`src/rtl/tick_timebase_pkg.sv`:
```
package tick_timebase_pkg;
  // Strobes from the bus decoder to the counter datapath
  typedef struct packed {
    logic clear;     // write hit: zero every tap
    logic advance;   // tick: count up by one
    logic readLoad;  // read hit: capture count onto read bus
  } tbStrobe_t;
endpackage

```
`src/rtl/tick_timebase_ctrl.sv`:
```
module tick_timebase_ctrl
  import tick_timebase_pkg::*;
#(
  parameter int ADDR_W = 16,
  parameter logic [ADDR_W-1:0] REG_ADDR = 16'h0040
) (
  input  logic              tickEn,
  input  logic [ADDR_W-1:0] addr,
  input  logic              wrEn,
  input  logic              rdEn,
  output tbStrobe_t         strb
);
  logic regHit;

  assign regHit = (addr == REG_ADDR);

  always_comb begin
    strb          = '0;
    strb.clear    = wrEn & regHit;
    strb.advance  = tickEn;
    strb.readLoad = rdEn & regHit;
  end
endmodule

```
`src/rtl/tick_timebase_datapath.sv`:
```
module tick_timebase_datapath
  import tick_timebase_pkg::*;
#(
  parameter int TAP_COUNT = 8,
  parameter int BUS_W     = 16
) (
  input  logic                 clk,
  input  logic                 rstN,
  input  tbStrobe_t            strb,
  input  logic [TAP_COUNT-1:0] irqEn,
  output logic [BUS_W-1:0]     rdData,
  output logic [TAP_COUNT-1:0] irqOut
);
  localparam int PAD_W = BUS_W - TAP_COUNT;
  localparam logic [TAP_COUNT-1:0] ONE = TAP_COUNT'(1);

  logic [TAP_COUNT-1:0] count;
  logic [TAP_COUNT-1:0] prevCount;

  always_ff @(posedge clk or negedge rstN) begin
    if (!rstN) begin
      count     <= '0;
      prevCount <= '0;
      rdData    <= '0;
    end else begin
      prevCount <= count;
      if (strb.clear)
        count <= '0;
      else if (strb.advance)
        count <= count + ONE;
      rdData <= strb.readLoad ? {{PAD_W{1'b0}}, count} : '0;
    end
  end

  for (genvar k = 0; k < TAP_COUNT; k++) begin : g_tapIrq
    assign irqOut[k] = prevCount[k] & ~count[k] & irqEn[k];
  end


  count_step_chk: assert property (@(posedge clk) disable iff (!rstN)
    (strb.advance && !strb.clear) |=> (count == $past(count) + ONE));

  count_hold_chk: assert property (@(posedge clk) disable iff (!rstN)
    (!strb.advance && !strb.clear) |=> $stable(count));

  clear_zero_chk: assert property (@(posedge clk) disable iff (!rstN)
    strb.clear |=> (count == '0));

  read_value_chk: assert property (@(posedge clk) disable iff (!rstN)
    strb.readLoad |=> (rdData == {{PAD_W{1'b0}}, $past(count)}));

  idle_read_chk: assert property (@(posedge clk) disable iff (!rstN)
    !strb.readLoad |=> (rdData == '0));

  irq_pulse_chk: assert property (@(posedge clk) disable iff (!rstN)
    (irqOut != '0) |=> ((irqOut & $past(irqOut)) == '0));
endmodule

```
`src/rtl/tick_timebase.sv`:
```
module tick_timebase
  import tick_timebase_pkg::*;
#(
  parameter int TAP_COUNT = 8,
  parameter int BUS_W     = 16,
  parameter int ADDR_W    = 16,
  parameter logic [ADDR_W-1:0] REG_ADDR = 16'h0040
) (
  input  logic                 clk,
  input  logic                 rstN,
  input  logic                 tickEn,
  input  logic [ADDR_W-1:0]    addr,
  input  logic                 wrEn,
  input  logic [BUS_W-1:0]     wrData,
  input  logic                 rdEn,
  output logic [BUS_W-1:0]     rdData,
  input  logic [TAP_COUNT-1:0] irqEn,
  output logic [TAP_COUNT-1:0] irqOut
);
  tbStrobe_t strb;
  logic      unusedData;

  // Write data is deliberately ignored: any write clears.
  assign unusedData = ^wrData;

  tick_timebase_ctrl #(
    .ADDR_W  (ADDR_W),
    .REG_ADDR(REG_ADDR)
  ) u_ctrl (
    .tickEn(tickEn),
    .addr  (addr),
    .wrEn  (wrEn),
    .rdEn  (rdEn),
    .strb  (strb)
  );

  tick_timebase_datapath #(
    .TAP_COUNT(TAP_COUNT),
    .BUS_W    (BUS_W)
  ) u_dp (
    .clk   (clk),
    .rstN  (rstN),
    .strb  (strb),
    .irqEn (irqEn),
    .rdData(rdData),
    .irqOut(irqOut)
  );
endmodule

```
`config.mk`:
```
export PLATFORM = sky130hd
export DESIGN_NAME = tick_timebase
export DESIGN_NICKNAME = d
export VERILOG_FILES = /design/src/rtl/tick_timebase_pkg.sv /design/src/rtl/tick_timebase_ctrl.sv /design/src/rtl/tick_timebase_datapath.sv /design/src/rtl/tick_timebase.sv
export SDC_FILE = /design/constraint.sdc
export NUM_CORES = 1
export LEC_CHECK = 0
export BUFFER_PORTS_ARGS = -buffer_cell sky130_fd_sc_hd__buf_2
export CORE_MARGIN = 2
export CORE_UTILIZATION = 40
export DETAILED_ROUTE_END_ITERATION = 8
export PLACE_DENSITY = 0.77
export SLEW_MARGIN = 25
export SYNTH_ARGS = -nofsm -noshare
export SYNTH_HDL_FRONTEND = slang
export SYNTH_SLANG_ARGS = --single-unit
```
`constraint.sdc`:
```
create_clock -name clk -period 2 [get_ports clk]
set_input_delay 0.2 -clock clk [delete_from_list [all_inputs] [get_ports clk]]
set_output_delay 0.2 -clock clk [all_outputs]
set_load 0.02 [all_outputs]
```
==> results of run 1 <==
[power by group]
group	leakage [nW]	switching (mW)	internal, mW	total [mW]
clock	0.0138	0.125	0.0701	0.195
combinational	0.381	0.176	0.131	0.307
sequential	0.312	0.148	0.615	0.763
[synthesized netlist by cell type]
cell type and number:
a22oi_1 3, xor2_1 3, nor4_1 3, buf_8 1, buf_2 1, nand4_2 1, nand4_1 3, buf_1 1
a21oi_1 5, o21ai_0 3, xnor2_1 1, nor2_1 8, buf_6 1, dfrtp_1 24, ha_1 1, conb_1 1
nand2_1 11, and3_1 2, or3_1 3, and3_2 6, mux2i_1 1, nor4b_1 1, buf_4 8, and4_1 1
[final cells by class]
cell class / count / area [µm²] / share of cell area [%]
Sequential cell: 24 / 600.6 / 47.81
Tap cell: 30 / 37.54 / 2.988
Clock buffer: 3 / 22.52 / 1.793
Multi-Input combinational cell: 64 / 365.4 / 29.08
Timing Repair Buffer: 45 / 230.2 / 18.33
[final timing paths]
kind | start | endpoint | slack (ps)
max reg2reg | u_dp.count[0] | u_dp.count[6] | 590
max | u_dp.count[0] | u_dp.count[6] | 590
max in group asynchronous | rstN | u_dp.count[1] | 1270
min in group asynchronous | rstN | u_dp.prevCount[5] | 390
min | wrEn | u_dp.count[0] | 170
min reg2reg | u_dp.count[7] | u_dp.prevCount[7] | 480
[kinds of logic after synthesis]
kind of cell	count (synthesis)	synth area share (%)
adder cells (fa/ha/maj)	1	1.209
XOR/XNOR	4	3.386
flip-flops	24	58.04
multiplexers	1	0.9674
buffers and inverters	12	9.189
other	1	0.3624
AO/OA/AOI/OAI	11	6.045
AND/OR/NAND/NOR	39	20.80
[per-layer routing]
metal	global-route usage, %	wire length [µm]	part of all wire, %
met1	15.80	815	42
met2	24.60	993	51
met3	1.913	97	5.0
met4	5.833	29	1.5
met5	0	0	0
[registers in the layout (all words and copies together), names as in the netlist]
name,cells
u_dp.rdData,8
u_dp.count,8
u_dp.prevCount,8
==> key figures, run 1 <==
Timing
  – Min Tclk post-route: 1410 ps
  – Final Cycle Share: 70.50%
  – Worst Tran Pin Value: 505.7 ps
  – Setup TNS: 0 ps
  – Worst Skew: 10.17 ps
  – Setup-failing EPs final: 0
  – Fmax: 709.2 MHz
  – Setup WS post-layout: 589.9 ps
  – Slew headroom: 66.29%
  – Slew Limit Fails: 0
  – Count of final hold-check violations: 0
  – RSZ-0062 raised after global routing: no
  – Worst hold margin: 173.2 ps

Min path
  – Hold Path Class: primary input to register
  – Hold Path Cell Cnt: 2

GRT
  – Antenna violations before repair: 0
  – Number of global-route vias before repair: 690
  – Grt ovf: 0
  – Total Routing Usage GR: 13.61%
  – Largest net degree at the start of global routing: 25
  – First-pass GRT wire length: 2.918 mm

Floorplanning
  – Die ar.: 3010 µm²
  – Core footprint: 2455 µm²
  – Initial core utilization: 42.15%
  – Die Ht: 54.86 µm
  – Row cnt: 18
  – Die X: 54.86 µm
  – I/O pins: 69

Finish
  – Filler instances: 228
  – # nets final: 184
  – Ant. Diodes: 0
  – Layout cells sized above 1: 39.71%
  – Commonest non-fill, non-tap cell in the layout: buf_2
  – Final Cell Area: 1256 µm²
  – Most frequent cells in the layout: 44 x buf_2, 24 x dfrtp_1, 11 x nand2_1
  – Post-layout util: 51.17%
  – Layout area overhead: 21.40%
  – Final instance count without filler cells: 166

Clock network
  – Worst-path clk slew: 120 ps
  – H-tree depth: 1
  – Post-CTS setup buffer count: 0
  – Cts hold-fix bufs: 1
  – Clock root buffer: clkbuf_4
  – Post-CTS Resized: 0
  – Clk sinks: 24
  – Total CTS buffers: 3
  – Skew-Pair Late Insertion Delay: 300 ps
  – Max clock buf depth: 2
  – CTS tree: yes

Job
  – Max_cap viols: 0

Critical path
  – Crit path arrival time: 1630 ps
  – Reg2Reg Depth: 4
  – Crit-path max FO: 8
  – Worst EP required: 2220 ps
  – WP buf/inv: 0
  – CP Depth: 4
  – CP top delay family: flip-flops
  – Max incr delay on CP: 510 ps
  – Crit Path Class: register to register
  – CP max-delay cell: dfrtp_1
  – CP Cell Sequence: ha_1 -> nand2_1 -> or3_1 -> a22oi_1
  – Setup crit start kind: register
  – Crit end category: register

Logic synthesis
  – Sequential element share of the synthesized area: 58.04%
  – Ranking of synthesized cells by area: dfrtp_1 58%, buf_4 5.8%, and3_2 4.4%
  – Post-synth top area share: 58.04%
  – Unique cell type count in the Yosys netlist: 24
  – Syn avg cell area: 11.13 µm²
  – Cell taking the most area after synthesis: dfrtp_1
  – Mapped cell area: 1035 µm²
  – Synth Register Bits: 24
  – YS warnings: 0
  – Mapped Cells: 93

Pwr
  – Total power: 1.266 mW
  – Max IR drop VDD: 0.4010 mV
  – Pwr/cell area: 1007 nW/µm²
  – Pleak: 0.7069 nW

Place
  – Final GP Congestion: 0.7028
  – Hpwl dp: 1.492 mm
  – Post-Place Cell Area: 1224 µm²
  – Number of port buffers: 44
  – Setup slack at placement: 594.1 ps
  – Cells after DPL: 162

Detailed routing
  – Via count: 809
  – Wire per inst: 11.66 µm
  – 1st-iter DRT viols: 8
  – Detailed Route WL: 1.935 mm
  – DR vias/cell: 4.873
  – ANT nets after route: 0
  – Drc violations: 0
  – DRT Pass-1 Iters: 4

Outcome
  – Status: finished, final reports clean
Power figures use the tool's default switching activity.
==> inputs of run 2 (changes only) <==
Settings changed: ABC_AREA from default to 1, PLACE_DENSITY 0.77 to 0.76.
Clock period 2 ns to 1.42 ns, I/O delays scaled along.
==> run 2 against run 1 <==
Effect of this change:
- wire length is 0.57% higher
- die area is 2.8% higher
- critical path depth is 2 lower
- via count is 9.9% higher
- hold slack worse by 36 ps
- sequential share of layout area is 2.8 points lower
- final area is 6.5% higher
- synthesized cell count is 38% higher
==> key figures, run 2 <==
Outcome
  – Status: finished, final reports clean

Timing
  – Setup-failing EPs final: 0 (unchanged)
  – Slew Limit Fails: 0 (unchanged)
  – Worst Skew: 3.786 ps (-6.388 ps)
  – Fmax: 805.0 MHz
  – Final Cycle Share: 87.48%
  – Min Tclk post-route: 1242 ps
  – Worst Tran Pin Value: 518.6 ps (+12.89 ps)
  – Setup TNS: 0 ps (unchanged)
  – RSZ-0062 raised after global routing: no
  – Slew headroom: 65.43% (-0.86 points)
  – Count of final hold-check violations: 0 (unchanged)
  – Setup WS post-layout: 177.8 ps (-412.1 ps)

Detailed routing
  – Detailed Route WL: 1.946 mm (+0.57%)
  – DR WL met2: 985 µm (-0.81%)
  – Met3 wire length: 166 µm (+71%)
  – ANT nets after route: 0 (unchanged)
  – Drc violations: 0 (unchanged)
  – Metal-1 WL: 737 µm (-9.6%)
  – Wire per inst: 9.447 µm (-19%)
  – Top Metal Used: met4
  – 1st-iter DRT viols: 16 (+8)
  – DR vias/cell: 4.316 (-11%)
  – DRT Pass-1 Iters: 4 (unchanged)
  – Via count: 889 (+9.9%)

Finish
  – Most frequent cells in the layout: 44 x buf_2, 32 x nor2_1, 30 x nand2_1
  – Biggest regs: u_dp.count x8, u_dp.prevCount x8, u_dp.rdData x8
  – Final Cell Area: 1338 µm² (+6.5%)
  – Filler instances: 250 (+9.6%)
  – Layout cells sized above 1: 30.68% (-9.0 points)
  – Commonest non-fill, non-tap cell in the layout: buf_2
  – Ant. Diodes: 0 (unchanged)
  – Footprint of the multi-input gates: 360.3 µm² (-1.4%)
  – Sequential cell area: 601.8 µm² (+0.21%)
  – # nets final: 223 (+21%)
  – Layout area overhead: 25.47%

Min path
  – Hold Path Class: primary input to register
  – Hold Path Cell Cnt: 4 (+2)
  – Hold Startpoint: tickEn
  – Hold EP: u_dp.count[0]

Logic synthesis
  – Synth async-reset ratio: 100.0% (unchanged)
  – Cell taking the most area after synthesis: dfrtp_1
  – Synth cell count leaders: 32 x nor2_1, 30 x nand2_1, 24 x dfrtp_1, 19 x inv_1, 8 x buf_4
  – Post-synth EDFFs: 0 (unchanged)
  – Mapped cell area: 1066 µm² (+3.0%)
  – Syn avg cell area: 8.328 µm² (-25%)
  – Post-synth top area share: 56.34% (-1.7 points)
  – Ranking of synthesized cells by area: dfrtp_1 56%, nor2_1 11%, nand2_1 11%
  – Unique cell type count in the Yosys netlist: 13 (-46%)
  – Synth Register Bits: 24 (unchanged)
  – Synth Flop Type: dfrtp_1
  – Mapped Cells: 128 (+38%)
  – YS warnings: 0 (unchanged)
  – Sequential element share of the synthesized area: 56.34% (-1.7 points)
  – Count leader, synth: nor2_1

GRT
  – Total Routing Usage GR: 14.09% (+0.48 points)
  – Largest net degree at the start of global routing: 25 (unchanged)
  – Antenna violations before repair: 0 (unchanged)
  – First-pass GRT wire length: 3.408 mm (+17%)
  – Number of global-route vias before repair: 804 (+17%)
  – Grt ovf: 0 (unchanged)

Critical path
  – Crit path arrival time: 1100 ps (-530 ps)
  – Crit-path max FO: 6 (-2)
  – Reg2Reg Depth: 7 (+3)
  – Worst EP required: 1280 ps (-940 ps)
  – Crit end category: output pin
  – Crit Path Class: register to output pin
  – R2R Path End: u_dp.count[6]
  – Worst r2r src: u_dp.count[0]
  – Setup crit start kind: register
  – Reg2reg setup slack: 190 ps (-400 ps)
  – Worst Setup SP: u_dp.count[0]

Floorplanning
  – Row cnt: 18 (unchanged)
  – Initial core utilization: 42.64% (+0.49 points)
  – Die X: 55.63 µm (+1.4%)
  – Die ar.: 3094 µm² (+2.8%)
  – I/O pins: 69 (unchanged)
  – Core footprint: 2500 µm² (+1.8%)
  – Die Ht: 55.63 µm (+1.4%)

Clock network
  – Clock root buffer: clkbuf_4
  – Skew-Pair Late Insertion Delay: 320 ps (+20 ps)
  – Max clock buf depth: 2 (unchanged)
  – Total CTS buffers: 3 (unchanged)
  – H-tree depth: 1 (unchanged)
  – Worst-path clk slew: 120 ps (about the same)
  – Clk sinks: 24 (unchanged)
  – CTS tree: yes
  – Post-CTS setup buffer count: 0 (unchanged)

Pwr
  – Max IR drop VDD: 0.7182 mV (+79%)
  – Pwr/cell area: 1465 nW/µm² (+45%)
  – Pleak: 0.8350 nW (+18%)

Place
  – Number of port buffers: 44 (unchanged)
  – Final GP Congestion: 0.7593 (+8.0%)
  – Post-Place Cell Area: 1290 µm² (+5.4%)
  – Hpwl dp: 1.531 mm (+2.6%)
  – Setup slack at placement: 152.6 ps (-441.5 ps)

Job
  – Max_cap viols: 0 (unchanged)
[run 2: cell types whose count changed in the layout (fill, tap and decap cells not counted), sizes merged, moves of 4 or more]
| cell | delta |
|---|---|
| nand2 | +20 |
| inv | +19 |
| and3 | -8 |
| a21oi | -5 |
| nor2 | +27 |
| nand3 | +4 |
| nand4 | -4 |
[run 2: through the flow]
| step | util (%) | instances | power (mW) | hold WS, ps |
|---|---|---|---|---|
| after floorplan | - | 135 | 1.439 | -153.6 |
| after global placement | 51.60 | 201 | 1.573 | 134.7 |
| after detailed placement | 51.60 | 201 | 1.623 | 144.4 |
| final | 53.50 | 206 | 1.959 | 137.2 |
| after CTS | 53.45 | 206 | 1.981 | 129.0 |
| after global routing | 53.50 | 206 | 2.130 | 160.8 |
[run 2: final cells by class]
cell class                 instances  area share [%]
tap                               30           2.806
multi-input combinational         84           26.94
sequential                        24           45.00
clock buffer                       4           2.713
inverter                          19           5.332
timing repair buffer              45           17.21
[run 2: per-layer routing]
| layer | track usage [%] | vias up |
|---|---|---|
| met4 | 9.408 | 0 |
| met5 | 0 | - |
| met3 | 2.326 | 5 |
| li1 | - | 454 |
| met2 | 23.98 | 46 |
| met1 | 16.16 | 384 |
[run 2: how the worst max path moves through the flow]
stage	end	slack, ps	depth (start not counted)
after global routing	u_dp.count[6]	9	7
after CTS	u_dp.count[6]	130	7
final	irqOut[0]	180	2
after floorplan	u_dp.count[4]	320	7
after detailed placement	u_dp.count[6]	150	7
after global placement	u_dp.count[6]	230	6
[run 2: power by group]
part	switching, mW	internal [mW]
Sequential	0.167	0.874
Clock	0.194	0.157
Combinational	0.350	0.216
Total	0.712	1.25
[run 2: worst max-delay path, stage by stage, from the launching register on]
cell and delay, ps:
dfrtp_2 470, nor2_1 130, buf_2 180
[run 2: repair_timing]
action | in CTS | in global routing
gates resized for setup | 0 | 1
setup endpoints to repair | 0 | 1
hold buffers | 1 | 0
endpoints found under the hold margin | 24 | 0
[run 2: kinds of logic after synthesis]
family / count (synthesis) / synth area share (%)
compound gates: 2 / 1.291
xor+xnor: 3 / 2.465
fa+ha+maj: 1 / 1.174
buf+inv: 27 / 12.32
flops: 24 / 56.34
other cells: 1 / 0.3518
simple gates: 70 / 26.06
==> inputs of run 3 (changes only) <==
Settings changed: SYNTH_HIERARCHICAL from default to 1.
==> run 3 against run 2 <==
Effect of this change:
- flip-flop and latch count unchanged
- synthesized cell count up 0.78%
- clock skew up 1.2 ps
- via count up 3.0%
- maximum frequency down 2.4%
- first-iteration DRC count up 19%
- critical path depth unchanged
- critical endpoint is now irqOut[2]
- synthesized area up 2.8%
- register-to-register slack better by 50 ps
==> key figures, run 3 <==
Clock network
  – Worst-path clk slew: 120 ps (about the same)
  – Total CTS buffers: 3 (unchanged)
  – Skew-Pair Late Insertion Delay: 310 ps (about the same)
  – Post-CTS Resized: 0 (unchanged)
  – Cts hold-fix bufs: 1 (unchanged)
  – Max clock buf depth: 2 (unchanged)
  – H-tree depth: 1 (unchanged)
  – CTS tree: yes
  – Clock root buffer: clkbuf_4
  – Post-CTS setup buffer count: 0 (unchanged)
  – Clk sinks: 24 (unchanged)

Timing
  – Worst Tran Pin Value: 510.2 ps (-8.401 ps)
  – Setup TNS: 0 ps (unchanged)
  – Final Cycle Share: 89.65% (+2.2 points)
  – Slew headroom: 65.99% (+0.56 points)
  – Setup-failing EPs final: 0 (unchanged)
  – Count of final hold-check violations: 0 (unchanged)
  – Fmax: 785.6 MHz (-2.4%)
  – Worst Skew: 5.022 ps (+1.236 ps)
  – RSZ-0062 raised after global routing: no
  – Min Tclk post-route: 1273 ps (+30.81 ps)
  – Worst hold margin: 99.24 ps (-37.92 ps)
  – Slew Limit Fails: 0 (unchanged)
  – Setup WS post-layout: 147.0 ps (-30.81 ps)

GRT
  – Grt ovf: 0 (unchanged)
  – Total Routing Usage GR: 13.28% (-0.81 points)
  – Number of global-route vias before repair: 850 (+5.7%)
  – First-pass GRT wire length: 3.325 mm (-2.4%)
  – Largest net degree at the start of global routing: 25 (unchanged)
  – Antenna violations before repair: 0 (unchanged)

Finish
  – Commonest non-fill, non-tap cell in the layout: buf_2
  – Filler instances: 240 (-4.0%)
  – Layout area overhead: 25.80%
  – Most frequent cells in the layout: 44 x buf_2, 31 x nand2_1, 26 x nor2_1
  – Layout cells sized above 1: 31.82% (+1.1 points)
  – Biggest regs: u_dp/count x8, u_dp/prevCount x8, u_dp/rdData x8
  – # nets final: 223 (unchanged)
  – Ant. Diodes: 0 (unchanged)
  – Final instance count without filler cells: 206 (unchanged)
  – Final Cell Area: 1379 µm² (+3.1%)

Critical path
  – Crit path arrival time: 1130 ps (+30 ps)
  – Crit Path Class: register to output pin
  – Reg2reg setup slack: 240 ps (+50 ps)
  – Crit end category: output pin
  – Crit-path max FO: 10 (+4)
  – Setup crit start kind: register
  – Worst EP required: 1280 ps (about the same)

Floorplanning
  – I/O pins: 69 (unchanged)
  – Die X: 56.35 µm (+1.3%)
  – Die Ht: 56.35 µm (+1.3%)
  – Die ar.: 3175 µm² (+2.6%)
  – Core footprint: 2545 µm² (+1.8%)
  – Initial core utilization: 43.07% (+0.43 points)
  – Row cnt: 18 (unchanged)

Logic synthesis
  – Sequential element share of the synthesized area: 54.79% (-1.5 points)
  – Post-synth top area share: 54.79% (-1.5 points)
  – Unique cell type count in the Yosys netlist: 18 (+5)
  – Post-synth EDFFs: 0 (unchanged)
  – YS warnings: 6 (+6)
  – Synth Flop Type: dfrtp_1
  – Synth async-reset ratio: 100.0% (unchanged)
  – Mapped Cells: 129 (+0.78%)
  – Ranking of synthesized cells by area: dfrtp_1 55%, nand2_1 11%, nor2_1 8.9%
  – Mapped cell area: 1096 µm² (+2.8%)
  – Synth Register Bits: 24 (unchanged)
  – Syn avg cell area: 8.497 µm² (+2.0%)
  – Count leader, synth: nand2_1
  – Cell taking the most area after synthesis: dfrtp_1
  – Synth cell count leaders: 31 x nand2_1, 26 x nor2_1, 24 x dfrtp_1, 17 x inv_1, 10 x buf_4

Pwr
  – Max IR drop VDD: 1.007 mV (+40%)
  – Pwr/cell area: 1557 nW/µm² (+6.3%)
  – Pleak: 0.8424 nW (+0.89%)

Place
  – Setup slack at placement: 98.29 ps (-54.30 ps)
  – Final GP Congestion: 0.8215 (+8.2%)
  – Number of port buffers: 44 (unchanged)
  – Hpwl dp: 1.476 mm (-3.6%)
  – Cells after DPL: 201 (unchanged)
  – Post-Place Cell Area: 1316 µm² (+2.0%)

Detailed routing
  – Wire per inst: 9.325 µm (-1.3%)
  – DR vias/cell: 4.447 (+3.0%)
  – Detailed Route WL: 1.921 mm (-1.3%)
  – Drc violations: 0 (unchanged)
  – DRT Pass-1 Iters: 4 (unchanged)
  – ANT nets after route: 0 (unchanged)
  – Via count: 916 (+3.0%)
  – 1st-iter DRT viols: 19 (+3)

Job
  – Max_cap viols: 0 (unchanged)

Min path
  – Hold Path Class: primary input to register

Outcome
  – Status: finished, final reports clean
[run 3: cell types whose count changed in the layout (fill, tap and decap cells not counted), sizes merged]
cell	change
inv	-2
bufinv	+1
nand4	+1
nand3	+2
a21oi	+4
buf	+2
nand2	+1
xnor2	+1
nor2	-6
xor2	-3
nor3b	+1
o21ai	-1
clkbuf	-1
[run 3: critical path, cell delays in order (launching register included)]
cell     delay, ps
dfrtp_1        520
nor2_1         140
buf_2          170
[run 3: routing by layer]
| layer | vias up | share of wire [%] | global-route usage (%) | wire [µm] |
|---|---|---|---|---|
| met3 | 4 | 7.4 | 1.613 | 142 |
| met1 | 409 | 39 | 14.01 | 743 |
| met2 | 42 | 51 | 24.54 | 989 |
| met5 | - | 0 | 0 | 0 |
| li1 | 461 | - | - | - |
| met4 | 0 | 2.4 | 8.503 | 46 |
[run 3: final cells by class]
| class | count | area (µm²) | area share [%] |
|---|---|---|---|
| Sequential cell | 24 | 600.6 | 43.56 |
| Multi-Input combinational cell | 84 | 379.1 | 27.50 |
| Timing Repair Buffer | 47 | 245.2 | 17.79 |
| Inverter | 17 | 63.81 | 4.628 |
| Tap cell | 30 | 37.54 | 2.722 |
| Clock inverter | 1 | 30.03 | 2.178 |
| Clock buffer | 3 | 22.52 | 1.633 |
[run 3: final timing paths]
path,start,to,depth (start not counted)
hold reg to reg,u_dp/count[4],u_dp/prevCount[4],0
setup reg to reg,u_dp/count[0],u_dp/count[6],6
setup / recovery,u_dp/count[2],irqOut[2],2
hold / removal,tickEn,u_dp/count[1],3
min in group asynchronous,rstN,u_dp/rdData[2],2
max in group asynchronous,rstN,u_dp/count[2],2
[run 3: kinds of logic after synthesis]
family / share of synthesized area (%)
other: 0.3421
buffers and inverters: 13.01
and+or+nand+nor: 27.63
DFF: 54.79
xor gates and xnor gates: 0.7992
AOI/OAI and AO/OA: 2.283
adders and majority gates: 1.141
[run 3: report_power, final]
part,internal (mW),leakage [nW],switching (mW),total (mW)
combinational,0.219,0.521,0.331,0.550
clock,0.285,0.0279,0.199,0.485
sequential,0.897,0.293,0.216,1.11
[run 3: per-stage QoR]
| step | utilization (%) | power, mW |
|---|---|---|
| floorplan | - | 1.514 |
| global placement | 51.72 | 1.644 |
| detailed placement | 51.72 | 1.687 |
| CTS | 54.18 | 2.175 |
| global route | 54.18 | 2.323 |
| finish | 54.18 | 2.147 |
